## src/rtl/ssp_pkg.sv

```systemverilog
package ssp_pkg;
   typedef enum logic [1:0] {
      SQ_IDLE = 2'd0,
      SQ_LOW  = 2'd1,
      SQ_HIGH = 2'd2,
      SQ_TAIL = 2'd3
   } sq_state_t;

   localparam logic [1:0] RA_BAUD = 2'd0;
   localparam logic [1:0] RA_TXD  = 2'd1;
   localparam logic [1:0] RA_CTRL = 2'd2;

   localparam int CTRL_GO = 0;
   localparam int CTRL_TX = 1;
endpackage

```

## src/rtl/ssp_regs.sv

```systemverilog
module ssp_regs
   import ssp_pkg::*;
#(
   parameter int BAUD_W     = 16,
   parameter int DATA_W     = 8,
   parameter int TX_MIN_DIV = 1,
   parameter int RX_MIN_DIV = 2,
   localparam int DIV_W     = BAUD_W - 1
) (
   input  logic              clk,
   input  logic              rst_n,
   input  logic              wr_en,
   input  logic [1:0]        wr_addr,
   input  logic [BAUD_W-1:0] wr_data,
   input  logic              busy,
   output logic [DIV_W-1:0]  div_n,
   output logic [DATA_W-1:0] tx_data,
   output logic              go_ok,
   output logic              go_tx,
   output logic              err
);
   logic [BAUD_W-1:0] baud_q;
   logic [DATA_W-1:0] txd_q;
   logic              err_q;
   logic              go_req;
   logic              legal;
   logic [DIV_W-1:0]  min_n;

   assign go_tx  = wr_data[CTRL_TX];
   assign go_req = wr_en && (wr_addr == RA_CTRL) && wr_data[CTRL_GO] && !busy;
   assign min_n  = go_tx ? DIV_W'(TX_MIN_DIV) : DIV_W'(RX_MIN_DIV);
   assign legal  = baud_q[BAUD_W-1] && (baud_q[DIV_W-1:0] >= min_n);
   assign go_ok  = go_req && legal;

   always_ff @(posedge clk or negedge rst_n) begin
      if (!rst_n) begin
         baud_q <= '0;
         txd_q  <= '0;
         err_q  <= 1'b0;
      end else begin
         if (wr_en && wr_addr == RA_BAUD) baud_q <= wr_data;
         if (wr_en && wr_addr == RA_TXD)  txd_q  <= wr_data[DATA_W-1:0];
         if (go_req) err_q <= !legal;
      end
   end

   assign div_n   = baud_q[DIV_W-1:0];
   assign tx_data = txd_q;
   assign err     = err_q;
endmodule

```

## src/rtl/ssp_seq.sv

```systemverilog
module ssp_seq
   import ssp_pkg::*;
#(
   parameter int DIV_W     = 15,
   parameter int BITS      = 8,
   parameter int FLOAT_DLY = 5,
   localparam int BIT_W    = $clog2(BITS),
   localparam int TAIL_W   = $clog2(FLOAT_DLY + 1)
) (
   input  logic             clk,
   input  logic             rst_n,
   input  logic             go,
   input  logic             go_tx,
   input  logic [DIV_W-1:0] div_n,
   output logic             sclk,
   output logic             busy,
   output logic             done,
   output logic             rise_p,
   output logic             launch_p,
   output logic             last_p,
   output logic             float_p
);
   sq_state_t         st;
   logic [DIV_W-1:0]  cnt;
   logic [DIV_W-1:0]  n_q;
   logic [BIT_W-1:0]  bit_q;
   logic [TAIL_W-1:0] tail_q;
   logic              tx_q;
   logic              sclk_q;
   logic              done_q;
   logic              half_end;

   assign half_end = (cnt == n_q);
   assign rise_p   = (st == SQ_LOW) && half_end;
   assign last_p   = rise_p && (bit_q == BIT_W'(BITS - 1));
   assign launch_p = (st == SQ_HIGH) && (cnt == '0) && tx_q;
   assign float_p  = (st == SQ_TAIL) && (tail_q == TAIL_W'(FLOAT_DLY - 1));
   assign busy     = (st != SQ_IDLE);

   always_ff @(posedge clk or negedge rst_n) begin
      if (!rst_n) begin
         st     <= SQ_IDLE;
         cnt    <= '0;
         n_q    <= '0;
         bit_q  <= '0;
         tail_q <= '0;
         tx_q   <= 1'b0;
         sclk_q <= 1'b1;
         done_q <= 1'b0;
      end else begin
         case (st)
            SQ_IDLE: if (go) begin
               st     <= SQ_LOW;
               sclk_q <= 1'b0;
               cnt    <= '0;
               bit_q  <= '0;
               n_q    <= div_n;
               tx_q   <= go_tx;
               done_q <= 1'b0;
            end
            SQ_LOW: if (half_end) begin
               sclk_q <= 1'b1;
               cnt    <= '0;
               if (last_p) begin
                  done_q <= 1'b1;
                  tail_q <= '0;
                  st     <= tx_q ? SQ_TAIL : SQ_IDLE;
               end else begin
                  st <= SQ_HIGH;
               end
            end else begin
               cnt <= cnt + 1'b1;
            end
            SQ_HIGH: if (half_end) begin
               sclk_q <= 1'b0;
               cnt    <= '0;
               bit_q  <= bit_q + 1'b1;
               st     <= SQ_LOW;
            end else begin
               cnt <= cnt + 1'b1;
            end
            SQ_TAIL: if (float_p) st <= SQ_IDLE;
                     else         tail_q <= tail_q + 1'b1;
            default: st <= SQ_IDLE;
         endcase
      end
   end

   assign sclk = sclk_q;
   assign done = done_q;


   sclk_idle_chk: assert property (@(posedge clk) disable iff (!rst_n)
      (st == SQ_IDLE || st == SQ_TAIL) |-> sclk_q);
endmodule

```

## src/rtl/ssp_shift.sv

```systemverilog
module ssp_shift #(
   parameter int DATA_W    = 8,
   parameter bit LSB_FIRST = 1'b1
) (
   input  logic              clk,
   input  logic              rst_n,
   input  logic              load,
   input  logic              load_tx,
   input  logic [DATA_W-1:0] tx_data,
   input  logic              launch_p,
   input  logic              rise_p,
   input  logic              last_p,
   input  logic              float_p,
   input  logic              sd_i,
   output logic              sd_o,
   output logic              sd_oe,
   output logic [DATA_W-1:0] rx_byte
);
   logic [DATA_W-1:0] tx_sr, rx_sr, rxb_q;
   logic [DATA_W-1:0] tx_shifted, rx_shifted;
   logic              head_load, head_next;
   logic              sdo_q, oe_q, mode_q;

   generate
      if (LSB_FIRST) begin : g_lsb
         assign tx_shifted = {1'b0, tx_sr[DATA_W-1:1]};
         assign head_load  = tx_data[0];
         assign head_next  = tx_sr[1];
         assign rx_shifted = {sd_i, rx_sr[DATA_W-1:1]};
      end else begin : g_msb
         assign tx_shifted = {tx_sr[DATA_W-2:0], 1'b0};
         assign head_load  = tx_data[DATA_W-1];
         assign head_next  = tx_sr[DATA_W-2];
         assign rx_shifted = {rx_sr[DATA_W-2:0], sd_i};
      end
   endgenerate

   always_ff @(posedge clk or negedge rst_n) begin
      if (!rst_n) begin
         tx_sr  <= '0;
         rx_sr  <= '0;
         rxb_q  <= '0;
         sdo_q  <= 1'b1;
         oe_q   <= 1'b0;
         mode_q <= 1'b0;
      end else if (load) begin
         tx_sr  <= tx_data;
         rx_sr  <= '0;
         sdo_q  <= head_load;
         oe_q   <= load_tx;
         mode_q <= load_tx;
      end else begin
         if (launch_p) begin
            tx_sr <= tx_shifted;
            sdo_q <= head_next;
         end
         if (rise_p && !mode_q) begin
            rx_sr <= rx_shifted;
            if (last_p) rxb_q <= rx_shifted;
         end
         if (float_p) oe_q <= 1'b0;
      end
   end

   assign sd_o    = sdo_q;
   assign sd_oe   = oe_q;
   assign rx_byte = rxb_q;


   oe_mode_chk: assert property (@(posedge clk) disable iff (!rst_n)
      oe_q |-> mode_q);
endmodule

```

## src/rtl/sync_shift_port.sv

```systemverilog
module sync_shift_port #(
   parameter int BAUD_W     = 16,
   parameter int DATA_W     = 8,
   parameter int TX_MIN_DIV = 1,
   parameter int RX_MIN_DIV = 2,
   parameter int FLOAT_DLY  = 5,
   parameter bit LSB_FIRST  = 1'b1
) (
   input  logic              clk,
   input  logic              rst_n,
   input  logic              wr_en,
   input  logic [1:0]        wr_addr,
   input  logic [BAUD_W-1:0] wr_data,
   input  logic              sd_i,
   output logic              sclk,
   output logic              sd_o,
   output logic              sd_oe,
   output logic [DATA_W-1:0] rx_byte,
   output logic              done,
   output logic              err
);
   localparam int DIV_W = BAUD_W - 1;

   generate
      if (BAUD_W < 3) begin : g_bad_baud
         $error("BAUD_W must be at least 3");
      end
      if (DATA_W < 2 || DATA_W > BAUD_W) begin : g_bad_data
         $error("DATA_W must lie in 2..BAUD_W");
      end
      if (FLOAT_DLY < 1) begin : g_bad_float
         $error("FLOAT_DLY must be at least 1");
      end
      if (TX_MIN_DIV < 1 || RX_MIN_DIV < 1) begin : g_bad_min
         $error("minimum divisors must be at least 1");
      end
   endgenerate

   logic [DIV_W-1:0]  div_n;
   logic [DATA_W-1:0] tx_data;
   logic go_ok, go_tx, busy;
   logic rise_p, launch_p, last_p, float_p;

   ssp_regs #(
      .BAUD_W(BAUD_W), .DATA_W(DATA_W),
      .TX_MIN_DIV(TX_MIN_DIV), .RX_MIN_DIV(RX_MIN_DIV)
   ) u_regs (
      .clk(clk), .rst_n(rst_n), .wr_en(wr_en), .wr_addr(wr_addr),
      .wr_data(wr_data), .busy(busy), .div_n(div_n), .tx_data(tx_data),
      .go_ok(go_ok), .go_tx(go_tx), .err(err)
   );

   ssp_seq #(
      .DIV_W(DIV_W), .BITS(DATA_W), .FLOAT_DLY(FLOAT_DLY)
   ) u_seq (
      .clk(clk), .rst_n(rst_n), .go(go_ok), .go_tx(go_tx), .div_n(div_n),
      .sclk(sclk), .busy(busy), .done(done), .rise_p(rise_p),
      .launch_p(launch_p), .last_p(last_p), .float_p(float_p)
   );

   ssp_shift #(
      .DATA_W(DATA_W), .LSB_FIRST(LSB_FIRST)
   ) u_shift (
      .clk(clk), .rst_n(rst_n), .load(go_ok), .load_tx(go_tx),
      .tx_data(tx_data), .launch_p(launch_p), .rise_p(rise_p),
      .last_p(last_p), .float_p(float_p), .sd_i(sd_i),
      .sd_o(sd_o), .sd_oe(sd_oe), .rx_byte(rx_byte)
   );


   data_launch_chk: assert property (@(posedge clk) disable iff (!rst_n)
      ($past(sd_oe) && sd_oe && !$stable(sd_o)) |-> (sclk && $past(sclk)));


   done_edge_chk: assert property (@(posedge clk) disable iff (!rst_n)
      $rose(done) |-> $rose(sclk));


   float_chk: assert property (@(posedge clk) disable iff (!rst_n)
      $fell(sd_oe) |-> sclk);


   reject_quiet_chk: assert property (@(posedge clk) disable iff (!rst_n)
      $rose(err) |-> (sclk && !sd_oe));
endmodule

```

## config.mk

```make
export PLATFORM = sky130hd
export DESIGN_NAME = sync_shift_port
export DESIGN_NICKNAME = d
export VERILOG_FILES = /design/src/rtl/ssp_pkg.sv /design/src/rtl/ssp_regs.sv /design/src/rtl/ssp_seq.sv /design/src/rtl/ssp_shift.sv /design/src/rtl/sync_shift_port.sv
export SDC_FILE = /design/constraint.sdc
export NUM_CORES = 1
export LEC_CHECK = 0
export ABC_CLOCK_PERIOD_IN_PS = 2800
export BUFFER_PORTS_ARGS = -buffer_cell sky130_fd_sc_hd__buf_4
export CAP_MARGIN = 20
export CORE_ASPECT_RATIO = 0.8
export CORE_MARGIN = 5
export CORE_UTILIZATION = 55
export DETAILED_ROUTE_END_ITERATION = 10
export GPL_TIMING_DRIVEN = 0
export PLACE_DENSITY = 0.8
export SLEW_MARGIN = 20
export SYNTH_ARGS = -nofsm -noshare
export SYNTH_HDL_FRONTEND = slang
export SYNTH_SLANG_ARGS = --single-unit
export TNS_END_PERCENT = 1
```

## constraint.sdc

```tcl
create_clock -name clk -period 2.8 [get_ports clk]
set_clock_uncertainty 0.05 [all_clocks]
set_input_delay 0.28 -clock clk [delete_from_list [all_inputs] [get_ports clk]]
set_output_delay 0.28 -clock clk [all_outputs]
set_load 0.1 [all_outputs]
```

# Yosys cells after proc, flatten, opt, wreduce, memory -nomap -nowiden

Cells that the tools add are included.

Word-level logic and storage cells: 106
Output and inout bits: 13
Register bits: 93

Bitwise gates (word level): 1
$add $sub $neg: 3
Mux-type cells: 33
Reduce and logical (&&, ||, !) cells: 37
Eq/ne operators: 14
$lt $le $gt $ge: 1

Operator list:

| cell                    | count |
|---|---|
| $mux W8                 | 4 |
| $mux W15                | 2 |
| $pmux W15 S2            | 1 |
| $reduce_and A4 Y1       | 4 |
| $reduce_bool A2 Y1      | 8 |
| $add A15 B1 Y15 const B | 1 |
| $eq A15 B15 Y1          | 1 |
| $ge A15 B15 Y1          | 1 |
| $logic_not A15 Y1       | 1 |
| $mux W3                 | 5 |
| $mux W2                 | 7 |
| $logic_and A1 B1 Y1     | 13 |
| $pmux W3 S2             | 2 |
| $mux W1                 | 9 |
| $ne A2 B2 Y1 const B    | 4 |
| $pmux W2 S4             | 1 |
| $add A3 B1 Y3 const B   | 2 |
| $eq A2 B2 Y1 const B    | 3 |
| $eq A3 B3 Y1 const B    | 2 |
| $reduce_and A3 Y1       | 2 |
| $eq A2 B1 Y1 const B    | 2 |
| $logic_not A2 Y1        | 2 |
| $ne A2 B1 Y1 const B    | 2 |
| $reduce_and A2 Y1       | 2 |
| 6 further kinds         | 8 |

# Logic depth before layout (Yosys ltp)

Depth after elaboration: 7
Depth in mapped cells: 9
Gate-level depth less buffers: 8

# Hierarchy

Synthesis repeated with hierarchy kept, for this count alone.

Cell total of the unflattened synthesis: 390
Area total of the unflattened synthesis: 4621.9 um^2

Modules (own cells, without submodules):

| module    | sequential area each (um^2) | cells an instance | area each (um^2) | instances |
|---|---|---|---|---|
| ssp_seq   | 1027.2                      | 225               | 2369.8           | 1 |
| ssp_regs  | 625.6                       | 85                | 1212.4           | 1 |
| ssp_shift | 626.9                       | 80                | 1039.7           | 1 |

# Worst setup path before layout

No wires, ideal clock.

Path kind: register to register
Start point: reg u_seq.st[0]
End point: reg u_seq.cnt[3]
Setup slack: 0.611 ns
Required time: 2.611 ns
Setup time: 0.139 ns
Buffers on the path: 1
Cell stages (with the launch flop): 10
Arrival time: 2.001 ns
Cells stage by stage: dfrtp_1 > inv_1 > ha_1 > nor2b_1 > nand3b_1 > o22ai_1 > clkbuf_1 > nor2_1 > xnor2_1 > nor2_1

Longest elaborated chain between the ends: 6
Elaborated cells on any way between the ends: 12

Ends and longest elaborated chain:

| item                               | RTL line       | RTL |
|---|---|---|
| start, declared                    | ssp_seq.sv:23  | `sq_state_t st;` |
| start signal, assigned             | ssp_seq.sv:67  | `st <= tx_q ? SQ_TAIL : SQ_IDLE;` |
| $reduce_bool A2 Y1                 | ssp_seq.sv:38  | `assign busy = (st != SQ_IDLE);` |
| $logic_not A1 Y1                   | ssp_regs.sv:30 | `assign go_req = wr_en && (wr_addr == RA_CTRL) && wr_data[CTRL_GO] && !busy;` |
| $logic_and A1 B1 Y1                | ssp_regs.sv:30 |  |
| $logic_and A1 B1 Y1                | ssp_regs.sv:33 | `assign go_ok = go_req && legal;` |
| $ne A2 B2 Y1 (no source line)      | n/a            |  |
| $reduce_and A2 Y1 (no source line) | n/a            |  |
| end signal, assigned               | ssp_seq.sv:72  | `cnt <= cnt + 1'b1;` |
| end signal, assigned               | ssp_seq.sv:80  | `cnt <= cnt + 1'b1;` |
| end, declared                      | ssp_seq.sv:24  | `logic [DIV_W-1:0] cnt;` |

Several ways; a longest one is shown, not always the timed one.
A chain may end at the register's enable or synchronous reset.

# Worst setup path in the final report

Start point: reg u_regs.baud_q[3]
End point: reg u_shift.rxb_q[0] (netlist: u_shift.rx_byte[0])

Longest elaborated chain between the ends: 5

Ends and longest elaborated chain:

| item                               | RTL line        | RTL |
|---|---|---|
| start, declared                    | ssp_regs.sv:22  | `logic [BAUD_W-1:0] baud_q;` |
| start signal, assigned             | ssp_regs.sv:41  | `if (wr_en && wr_addr == RA_BAUD) baud_q <= wr_data;` |
| $ge A15 B15 Y1                     | ssp_regs.sv:32  | `assign legal = baud_q[BAUD_W-1] && (baud_q[DIV_W-1:0] >= min_n);` |
| $logic_and A1 B1 Y1                | ssp_regs.sv:32  |  |
| $logic_and A1 B1 Y1                | ssp_regs.sv:33  |  |
| $not A1 Y1 (no source line)        | n/a             |  |
| $reduce_and A3 Y1 (no source line) | n/a             |  |
| end signal, assigned               | ssp_shift.sv:59 | `if (last_p) rxb_q <= rx_shifted;` |
| end, declared                      | ssp_shift.sv:19 | `logic [DATA_W-1:0] tx_sr, rx_sr, rxb_q;` |

Every way passes these cells.

==> results.sh <==
export IMPL_detail_route_antenna_nets=0
export IMPL_ys_warn_count=0
export IMPL_cp_end_kind="flip-flop"
export IMPL_via_count=3166
export IMPL_hold_viol=0
export IMPL_p_leak_nw=2.23
export IMPL_start_util_pct=55.9
export IMPL_viasPerCell=5.76
export IMPL_synth_top_area_share_pct=50.9
export IMPL_yosys_cell_types_count=44
export IMPL_synthArstFlopShare_pct=100
export IMPL_fp_dieW_um=110
export IMPL_post_drt_wl_per_cell_um=16.4
export IMPL_place_hpwl_mm=6.41
export IMPL_grt_overflow=0
export IMPL_power_total_mw=2.40
export IMPL_cp_data_required_time_ns=3.01
export IMPL_synth_common_cells="dfrtp_1, mux2_2, nand2_1"
export IMPL_tightest_slew_ns=0.802
export IMPL_yosysMostFrequentCell="dfrtp_1"
export IMPL_area_growth_pct=13.5
export IMPL_criticalPathCategory="flip-flop to flip-flop"
export IMPL_status="complete, no violations"
export IMPL_yosysTopAreaCell="dfrtp_1"
export IMPL_cts_setup_buffers=0
export IMPL_drtIter0Drc=184
export IMPL_avgSynthCellArea_um2=11.2
export IMPL_grt_pass1_wl_mm=15.6
export IMPL_hold_path_class="input port to flip-flop"
export IMPL_synth_top_flop_cell="dfrtp_1"
export IMPL_setup_viol=0
export IMPL_drv_cap=0
export IMPL_worstPathArrival_ns=2.81
export IMPL_clock_root_buffer="clkbuf_8"
export IMPL_rsz0062_at_grt="false"
export IMPL_dr_pass1_iters=4
export IMPL_die_area_um2=9860
export IMPL_clk_latency_ns=0.37
export IMPL_synth_cell_area_um2=4380
export IMPL_drt_total_wl_mm=8.99
export IMPL_core_area_um2=7840
export IMPL_syn_nets=426
export IMPL_num_rows=29
export IMPL_ys_ff_latch=91
export IMPL_antenna_found_initial=0
export IMPL_cts_buffer_depth=2
export IMPL_clkSlewWorstSetupHoldPaths_ns=0.09
export IMPL_timing_fmax_mhz=384
export IMPL_grt_max_degree=92
export IMPL_cts_buffers=9
export IMPL_path_max_fanout=8
export IMPL_maxSlewHeadroom_pct=46.5
export IMPL_synth_area_top_cells="dfrtp_1, mux2_2, xnor2_1, ha_1, mux2i_1"
export IMPL_min_period_over_period_pct=93.0
export IMPL_n_antenna_cell=0
export IMPL_n_fill_cell=631
export IMPL_grt_pass1_vias=3242
export IMPL_cts_htree_levels=3
export IMPL_route_detailed_drc=0
export IMPL_ios=35
export IMPL_grt_total_usage_pct=19.9
export IMPL_ys_seq_area_share_pct=52.1
export IMPL_irDropWorstVdd_v=0.000370
export IMPL_clock_sinks=91
export IMPL_syn_inst=392
export IMPL_report_final_slew_viol_count=0
export IMPL_nNetsFinal=472
export IMPL_synth_edff_count=0
export IMPL_startpoint_type="flip-flop"
export IMPL_portBuffers=34
export IMPL_fp_dieH_um=89.8
export IMPL_drive_above_1_share_pct=24.7
export IMPL_cts_tree="done"
export IMPL_powerDensity_nw_per_um2=483
export IMPL_period_needed_ns=2.60
export IMPL_r2r_slack_ns=0.20
export IMPL_gp_congestion=0.825
export IMPL_setup_tns_ns=0
-- area by class of cell --
type                            instances  area (um2)  share of cell area [%]
Sequential cell                        91        2280                    45.9
Buffer                                 19        80.1                    1.61
Clock buffer                           11         151                    3.05
Multi-Input combinational cell        267        1970                    39.7
Clock inverter                          4        26.3                   0.529
Timing Repair Buffer                   35         269                    5.41
Inverter                               15        56.3                    1.13
Tap cell                              108         135                    2.72
-- final timing paths --
kind                                                       end                     startpoint  cells after the start
worst max-delay path            u_shift.rx_byte[0]$_DFFE_PN0P_   u_regs.baud_q[3]$_DFFE_PN0P_                      5
worst min-delay path             u_regs.baud_q[15]$_DFFE_PN0P_                    wr_data[15]                      3
worst max register to register  u_shift.rx_byte[0]$_DFFE_PN0P_   u_regs.baud_q[3]$_DFFE_PN0P_                      5
worst min register to register    u_shift.tx_sr[7]$_DFFE_PN0P_  u_regs.tx_data[7]$_DFFE_PN0P_                      2
max in group asynchronous             u_seq.cnt[9]$_DFFE_PN0P_                          rst_n                      2
min in group asynchronous       u_shift.rx_byte[1]$_DFFE_PN0P_                          rst_n                      2
-- what timing repair did --
action,in CTS,in global routing
hold buffers,0,1
endpoints found under the setup margin,0,10
endpoints found under the hold margin,0,8
resized for setup,0,4
-- sequential cells by signal, indices dropped and copies added (netlist names), 3 cells and up --
register / count
u_regs.baud_q: 16
u_seq.cnt: 15
u_seq.n_q: 15
u_regs.tx_data: 8
u_shift.rx_byte: 8
u_shift.rx_sr: 7
u_shift.tx_sr: 7
u_seq.bit_q: 3
u_seq.tail_q: 3
-- critical path, stage by stage (launching register included) --
cell and delay, ns:
dfrtp_1 0.41, nor4_1 0.47, o211ai_1 0.25, o21a_1 0.31
nor4_4 0.60, mux2_2 0.40
-- metal layers --
layer	GRT usage (%)	part of all wire [%]	wire length, um	vias to the layer above
li1	-	-	-	1480
met1	27.3	45	4090	1593
met2	30.4	49	4370	79
met3	4.80	4.5	401	14
met4	7.58	1.5	139	0
met5	0	0	0	-
-- kinds of logic after synthesis --
logic type               share of synthesized area [%]
XOR/XNOR                                          4.60
buffers and inverters                             3.09
adder cells (fa/ha/maj)                           3.43
AND/OR/NAND/NOR                                   13.7
multiplexers                                      15.0
AO/OA/AOI/OAI                                     8.15
flip-flops                                        52.1
-- cells in the final DEF (no fill, tap or decap), drive strengths merged, types with 2 or more instances in the layout --
cell type	instances
o22ai	2
nor4	8
nand2	39
a32o	2
mux2i	15
a211oi	2
xnor2	20
o211ai	2
dfrtp	89
and2	2
a32oi	3
buf	40
nor3	7
nor2	27
a2bb2oi	2
clkbuf	24
nor3b	2
mux2	45
o21ai	19
dfstp	2
a31oi	5
nor2b	4
nand4	12
nor4b	2
a21oi	5
ha	12
o21a	4
nand4b	2
inv	15
xor2	3
clkinv	3
nand3	10
-- where the power goes --
part	internal (mW)	switching, mW	total (mW)
Combinational	0.0802	0.0752	0.155
Clock	0.365	0.455	0.819
Sequential	1.38	0.0474	1.43
Total	1.82	0.577	2.40
-- metrics by stage --
step	hold WS [ns]	worst slack, ns	utilization (%)	area [um2]	cells
after floorplan	-0.0656	0.611	-	4380	392
after global placement	0.401	0.0945	60.8	4770	534
after detailed placement	0.417	0.0781	60.8	4770	534
after CTS	0.0673	0.0666	63.1	4950	549
after global routing	0.0736	0.0323	63.4	4970	550
final	0.0732	0.196	63.4	4970	550
No activity file was read; power rests on OpenSTA's default activity.
